`src/rtl/clkratio_pkg.sv`:
```
package clkratio_pkg;

  typedef enum logic [1:0] {
    SPD_NORMAL = 2'b00,
    SPD_DOUBLE = 2'b01,
    SPD_QUAD   = 2'b10
  } speed_e;

  localparam int NUM_RATIOS = 7;
  // lowest ratio index accepted when the speed is forced to normal
  localparam int MANUAL_MIN_IDX = 2;

  function automatic int unsigned ratio_value(input int unsigned idx);
    case (idx)
      0:       return 128;
      1:       return 192;
      2:       return 256;
      3:       return 384;
      4:       return 512;
      5:       return 768;
      default: return 1152;
    endcase
  endfunction

  function automatic speed_e speed_of(input logic [2:0] code, input logic auto_mode);
    if (!auto_mode)    return SPD_NORMAL;
    else if (code < 3'd2) return SPD_QUAD;
    else if (code < 3'd4) return SPD_DOUBLE;
    else               return SPD_NORMAL;
  endfunction

  function automatic logic [7:0] osr_of(input speed_e s);
    case (s)
      SPD_DOUBLE: return 8'd64;
      SPD_QUAD:   return 8'd32;
      default:    return 8'd128;
    endcase
  endfunction

endpackage

```
`src/rtl/frame_edge_sync.sv`:
```
module frame_edge_sync #(
  parameter int SYNC_STAGES = 2
) (
  input  logic clk,
  input  logic rst_n,
  input  logic async_in,
  output logic rise
);
  logic [SYNC_STAGES:0] sh;

  always_ff @(posedge clk or negedge rst_n) begin
    if (!rst_n) sh <= '0;
    else        sh <= {sh[SYNC_STAGES-1:0], async_in};
  end

  assign rise = sh[SYNC_STAGES-1] & ~sh[SYNC_STAGES];
endmodule

```
`src/rtl/period_meter.sv`:
```
module period_meter #(
  parameter int STOP_LIMIT = 2048,
  parameter int CNT_W      = 12
) (
  input  logic             clk,
  input  logic             rst_n,
  input  logic             rise,
  output logic             meas_vld,
  output logic [CNT_W-1:0] meas_val,
  output logic             stopped
);
  localparam logic [CNT_W-1:0] LAST = CNT_W'(STOP_LIMIT - 1);

  logic [CNT_W-1:0] cnt;
  logic             started;

  always_ff @(posedge clk or negedge rst_n) begin
    if (!rst_n) begin
      cnt      <= '0;
      started  <= 1'b0;
      stopped  <= 1'b0;
      meas_vld <= 1'b0;
      meas_val <= '0;
    end else begin
      meas_vld <= 1'b0;
      if (rise) begin
        cnt     <= '0;
        stopped <= 1'b0;
        started <= 1'b1;
        if (started) begin
          meas_vld <= 1'b1;
          meas_val <= cnt + 1'b1;
        end
      end else if (cnt == LAST) begin
        stopped <= 1'b1;
        started <= 1'b0;
      end else begin
        cnt <= cnt + 1'b1;
      end
    end
  end
endmodule

```
`src/rtl/ratio_matcher.sv`:
```
module ratio_matcher #(
  parameter int CNT_W = 12,
  parameter int TOL   = 2
) (
  input  logic             auto_mode,
  input  logic [CNT_W-1:0] meas_val,
  output logic             hit,
  output logic [2:0]       code
);
  import clkratio_pkg::*;

  logic [NUM_RATIOS-1:0] hit_vec;

  for (genvar i = 0; i < NUM_RATIOS; i++) begin : g_win
    localparam int unsigned RV = ratio_value(i);
    localparam logic [CNT_W-1:0] LO = CNT_W'(RV - TOL);
    localparam logic [CNT_W-1:0] HI = CNT_W'(RV + TOL);
    localparam logic MAN_OK = (i >= MANUAL_MIN_IDX);
    assign hit_vec[i] = (meas_val >= LO) && (meas_val <= HI) && (auto_mode || MAN_OK);
  end

  always_comb begin
    code = '0;
    for (int i = 0; i < NUM_RATIOS; i++) begin
      if (hit_vec[i]) code = 3'(i);
    end
  end

  assign hit = |hit_vec;
endmodule

```
`src/rtl/clkratio_detect.sv`:
```
module clkratio_detect #(
  parameter int STOP_LIMIT  = 2048,
  parameter int TOL         = 2,
  parameter int SYNC_STAGES = 2
) (
  input  logic       mclk,
  input  logic       rst_n,
  input  logic       frame_clk,
  input  logic       auto_sel,
  input  logic       deemph_req,
  output logic [1:0] speed_mode,
  output logic [7:0] osr_rate,
  output logic [2:0] ratio_code,
  output logic       ratio_valid,
  output logic       deemph_en,
  output logic       clk_stopped
);
  import clkratio_pkg::*;

  localparam int CNT_W = $clog2(STOP_LIMIT) + 1;

  logic             rise;
  logic             meas_vld;
  logic [CNT_W-1:0] meas_val;
  logic             hit;
  logic [2:0]       code;
  logic             cand_vld;
  logic [2:0]       cand_code;
  speed_e           speed_q;

  frame_edge_sync #(.SYNC_STAGES(SYNC_STAGES)) u_sync (
    .clk(mclk), .rst_n(rst_n), .async_in(frame_clk), .rise(rise)
  );

  period_meter #(.STOP_LIMIT(STOP_LIMIT), .CNT_W(CNT_W)) u_meter (
    .clk(mclk), .rst_n(rst_n), .rise(rise),
    .meas_vld(meas_vld), .meas_val(meas_val), .stopped(clk_stopped)
  );

  ratio_matcher #(.CNT_W(CNT_W), .TOL(TOL)) u_match (
    .auto_mode(auto_sel), .meas_val(meas_val), .hit(hit), .code(code)
  );

  always_ff @(posedge mclk or negedge rst_n) begin
    if (!rst_n) begin
      ratio_valid <= 1'b0;
      ratio_code  <= '0;
      speed_q     <= SPD_NORMAL;
      osr_rate    <= 8'd128;
      cand_vld    <= 1'b0;
      cand_code   <= '0;
    end else if (clk_stopped) begin
      ratio_valid <= 1'b0;
      cand_vld    <= 1'b0;
    end else if (meas_vld) begin
      if (hit) begin
        cand_vld  <= 1'b1;
        cand_code <= code;
        if (cand_vld && (cand_code == code)) begin
          ratio_valid <= 1'b1;
          ratio_code  <= code;
          speed_q     <= speed_of(code, auto_sel);
          osr_rate    <= osr_of(speed_of(code, auto_sel));
        end
      end else begin
        ratio_valid <= 1'b0;
        cand_vld    <= 1'b0;
      end
    end
  end

  assign speed_mode = speed_q;
  assign deemph_en  = deemph_req & ratio_valid & (speed_q == SPD_NORMAL);
endmodule

```
`config.mk`:
```
export PLATFORM = sky130hd
export DESIGN_NAME = clkratio_detect
export DESIGN_NICKNAME = d
export VERILOG_FILES = /design/src/rtl/clkratio_pkg.sv /design/src/rtl/frame_edge_sync.sv /design/src/rtl/period_meter.sv /design/src/rtl/ratio_matcher.sv /design/src/rtl/clkratio_detect.sv
export SDC_FILE = /design/constraint.sdc
export NUM_CORES = 1
export LEC_CHECK = 0
export ABC_CLOCK_PERIOD_IN_PS = 6700
export BUFFER_PORTS_ARGS = -buffer_cell sky130_fd_sc_hd__buf_2
export CORE_MARGIN = 5
export CORE_UTILIZATION = 60
export CTS_CLUSTER_DIAMETER = 80
export CTS_CLUSTER_SIZE = 14
export DETAILED_ROUTE_END_ITERATION = 6
export PLACE_DENSITY = 0.92
export RECOVER_POWER = 100
export SYNTH_ARGS = -nofsm -noshare
export SYNTH_HDL_FRONTEND = slang
export SYNTH_SLANG_ARGS = --single-unit
```
`constraint.sdc`:
```
create_clock -name mclk -period 6.7 [get_ports mclk]
set_input_delay 1.34 -clock mclk [delete_from_list [all_inputs] [get_ports mclk]]
set_output_delay 1.34 -clock mclk [all_outputs]
set_load 0.02 [all_outputs]
```
==> results.cfg <==
[status]
outcome = finished, violations left
violations = max-capacitance violations, max-slew violations

[routing]
via_per_inst = 6.017
wirelength_mm = 4.315
drt_iter0_markers = 147
ant_nets = 0
drt-wirelength-per-cell_microns = 15.09
drc = 0
vias = 1721
dr.pass1.iters = 5

[setup_path]
slowest_stage = nor4_1
cp_slowest_stage_delay_ns = 1.23
r2r-end = ratio_code[2]
reg2reg_slack_ns = 2.56
r2r_start = u_meter.meas_val[3]
crit_chain = nor4_1 > nand2_1 > o31a_2 > nand3_1 > o21ai_0 > nor4_1 > mux2_2
rr_worst_depth = 7
criticalPathCategory = register to register
cp-start-kind = register
end_kind = register
crit_arrival_ns = 4.32
cp_num_buf_inv = 0
cp_max_fo = 8
cp.required_ns = 6.88
path_common_cell = nor4_1
cp_top_family = simple AND/OR/NAND/NOR gates

[power]
p_clk_frac = 0.344
seqPwrFrac = 0.533
pwr-share-comb = 0.123
switching_share = 0.2753
p_leak_nw = 1.037
power_density_nw_per_um2 = 240.5
ir_drop_uv = 170.4
switching_power_uw = 157.6
power.internal_uw = 415.0
p_total_uw = 572.6

[timing]
finalSetupViolCount = 0
fin_worst_skew_ns = 0.005188
rsz0062_at_grt = no
slew_viol_final = 44
timing.setup.tns_ns = 0
finalHoldViolCount = 0
worst_pin_slew_ns = 2.182
maxSlewHeadroom = -0.4546
post-route-min-period_ns = 4.139
fmax_mhz = 241.6
min_period_over_period = 0.6177

[global_route]
overflow = 0
grtUsageTotal = 0.1791
grt_pass1_wl_mm = 7.307
grt_pass1_vias = 1639
antenna_found_initial = 0
grt_max_degree = 44

[synth]
yosysWarnings = 0
syn_area_sq_um = 2253
syn-instance-count = 222
synth_top_cell_area_share = 0.4664
async_reset_ff_frac = 1.000
ys_seq_area_frac = 0.4781
synth_area_leaders = dfrtp_1 (47%), mux2_2 (5.5%), nand2_1 (4.8%)
yosysMostFrequentCell = dfrtp_1
synth_common_cells = dfrtp_1 (42), nand2_1 (29), o21ai_0 (15)
synth_edf_count = 0
yosys.area.top_type = dfrtp_1
ys_seq_elements = 43
synth_ff_type = dfrtp_1
synth_cell_types = 54
syn_area_per_cell_sq_um = 10.15

[cts]
clock_path_buffers = 2
cts-root-buf = clkbuf_8
clk_pin_slew_worst_paths_ns = 0.08
cts.repair.resized = 0
tritoncts = yes
cts_num_sinks = 43
h-tree-depth = 2
cts_setup_buffers = 0
clock_latency_ns = 0.29
cts_hold_buf = 0
numCtsBuffers = 5

[floorplanning]
dieWidth_microns = 71.29
die-area_sq_um = 5082
dieHeight_microns = 71.29
core_sq_um = 3661
row_count = 22
design.portCount = 21
start_util = 0.6155

[worst_hold_path]
min_path_type = register to register
worstHoldStart = u_sync.sh[0]
hold_end = u_sync.sh[1]
hold_depth = 0

[place]
place.gp.congestion = 0.8464
io_buffers = 15
placed_area_sq_um = 2330
dp_hpwl_mm = 3.069

[flow_run]
drv_cap = 1

[finish]
finalInstanceArea_sq_um = 2381
drive_gt1_frac = 0.1429
n_antenna_cell = 0
area_growth_pct = 5.663
layout.nets = 245
## through the flow
stage	setup WS [ns]	cells	util	hold WS [ns]
floorplan	3.517	226	-	0.3312
global placement	3.616	278	0.6364	0.3327
detailed placement	3.564	278	0.6364	0.3387
CTS	3.584	286	0.6671	0.3571
global route	2.177	286	0.6504	0.3702
finish	2.561	286	0.6504	0.3520
## cell usage in the layout (no fill, tap or decap), types with 2 or more instances in the layout
master | Yosys | layout
a31oi_1 | 3 | 3
xor2_1 | 5 | 5
nor3b_1 | 2 | 2
clkbuf_1 | 4 | 12
conb_1 | 1 | 5
a21oi_1 | 13 | 13
inv_1 | 8 | 8
a21boi_0 | 2 | 2
dfrtp_1 | 42 | 42
xnor2_1 | 6 | 6
and2b_2 | 2 | 2
nand2_1 | 29 | 29
nor4b_1 | 3 | 3
buf_2 | 0 | 3
nand4_1 | 3 | 3
and3_1 | 2 | 2
mux2_2 | 11 | 10
clkbuf_8 | 1 | 5
ha_1 | 3 | 3
nor4_1 | 1 | 3
nor3_1 | 5 | 5
nor2_1 | 10 | 10
nand3_1 | 13 | 14
o21ai_0 | 15 | 16
## state kept, by name, summed over array words and instances, names as in the netlist, 2 cells and up
name,count
u_meter.cnt,12
speed_mode,2
cand_code,3
ratio_code,3
osr_rate,3
u_meter.meas_val,12
u_sync.sh,3
## logic make-up (layout without fill, tap and decap cells)
family,after synthesis,in the layout,synth area share
other,1,5,0.001664
DFF,43,43,0.4781
and+or+nand+nor,86,86,0.2204
muxes,12,12,0.05941
buffers and inverters,19,31,0.04608
adders and majority gates,3,3,0.01666
xor gates and xnor gates,11,11,0.04275
AOI/OAI and AO/OA,47,47,0.1349
## routing by layer
metal	up-vias	share of wire	GRT usage
met1	833	0.44	0.2356
met5	-	0	0
met2	62	0.48	0.2857
met4	0	0.020	0.07098
met3	13	0.058	0.04348
li1	813	-	-
## area by class of cell
type	instances	area, sq um
Tap cell	48	60.06
Inverter	8	30.03
Sequential cell	43	1077
Fill cell	287	1280
Multi-Input combinational cell	164	1041
Timing Repair Buffer	15	60.06
Clock inverter	3	43.79
Clock buffer	5	68.82
## worst max-delay path by stage
| stage | endpoint | slack, ns | from | depth (start not counted) |
|---|---|---|---|---|
| floorplan | deemph_en | 3.52 | deemph_req | 2 |
| global placement | deemph_en | 3.62 | deemph_req | 4 |
| detailed placement | osr_rate[6] | 3.56 | auto_sel | 7 |
| CTS | deemph_en | 3.58 | deemph_req | 4 |
| global route | osr_rate[5] | 2.18 | u_meter.meas_val[3] | 7 |
| finish | ratio_code[2] | 2.56 | u_meter.meas_val[3] | 7 |
## power by group through the flow
stage | Sequential (mW) | Clock, mW | Combinational, mW
global placement | 0.311 | 0 | 0.0718
finish | 0.305 | 0.197 | 0.0702
global route | 0.308 | 0.212 | 0.0804
floorplan | 0.306 | 0 | 0.0599
detailed placement | 0.313 | 0 | 0.0759
CTS | 0.307 | 0.201 | 0.0764
## worst register-to-register path, cell delays in order (launching register included)
cell and delay [ns]:
dfrtp_1 0.42, nor4_1 0.77, nand2_1 0.25, o31a_2 0.39
nand3_1 0.23, o21ai_0 0.30, nor4_1 1.23, mux2_2 0.44
Power figures use the tool's default switching activity.
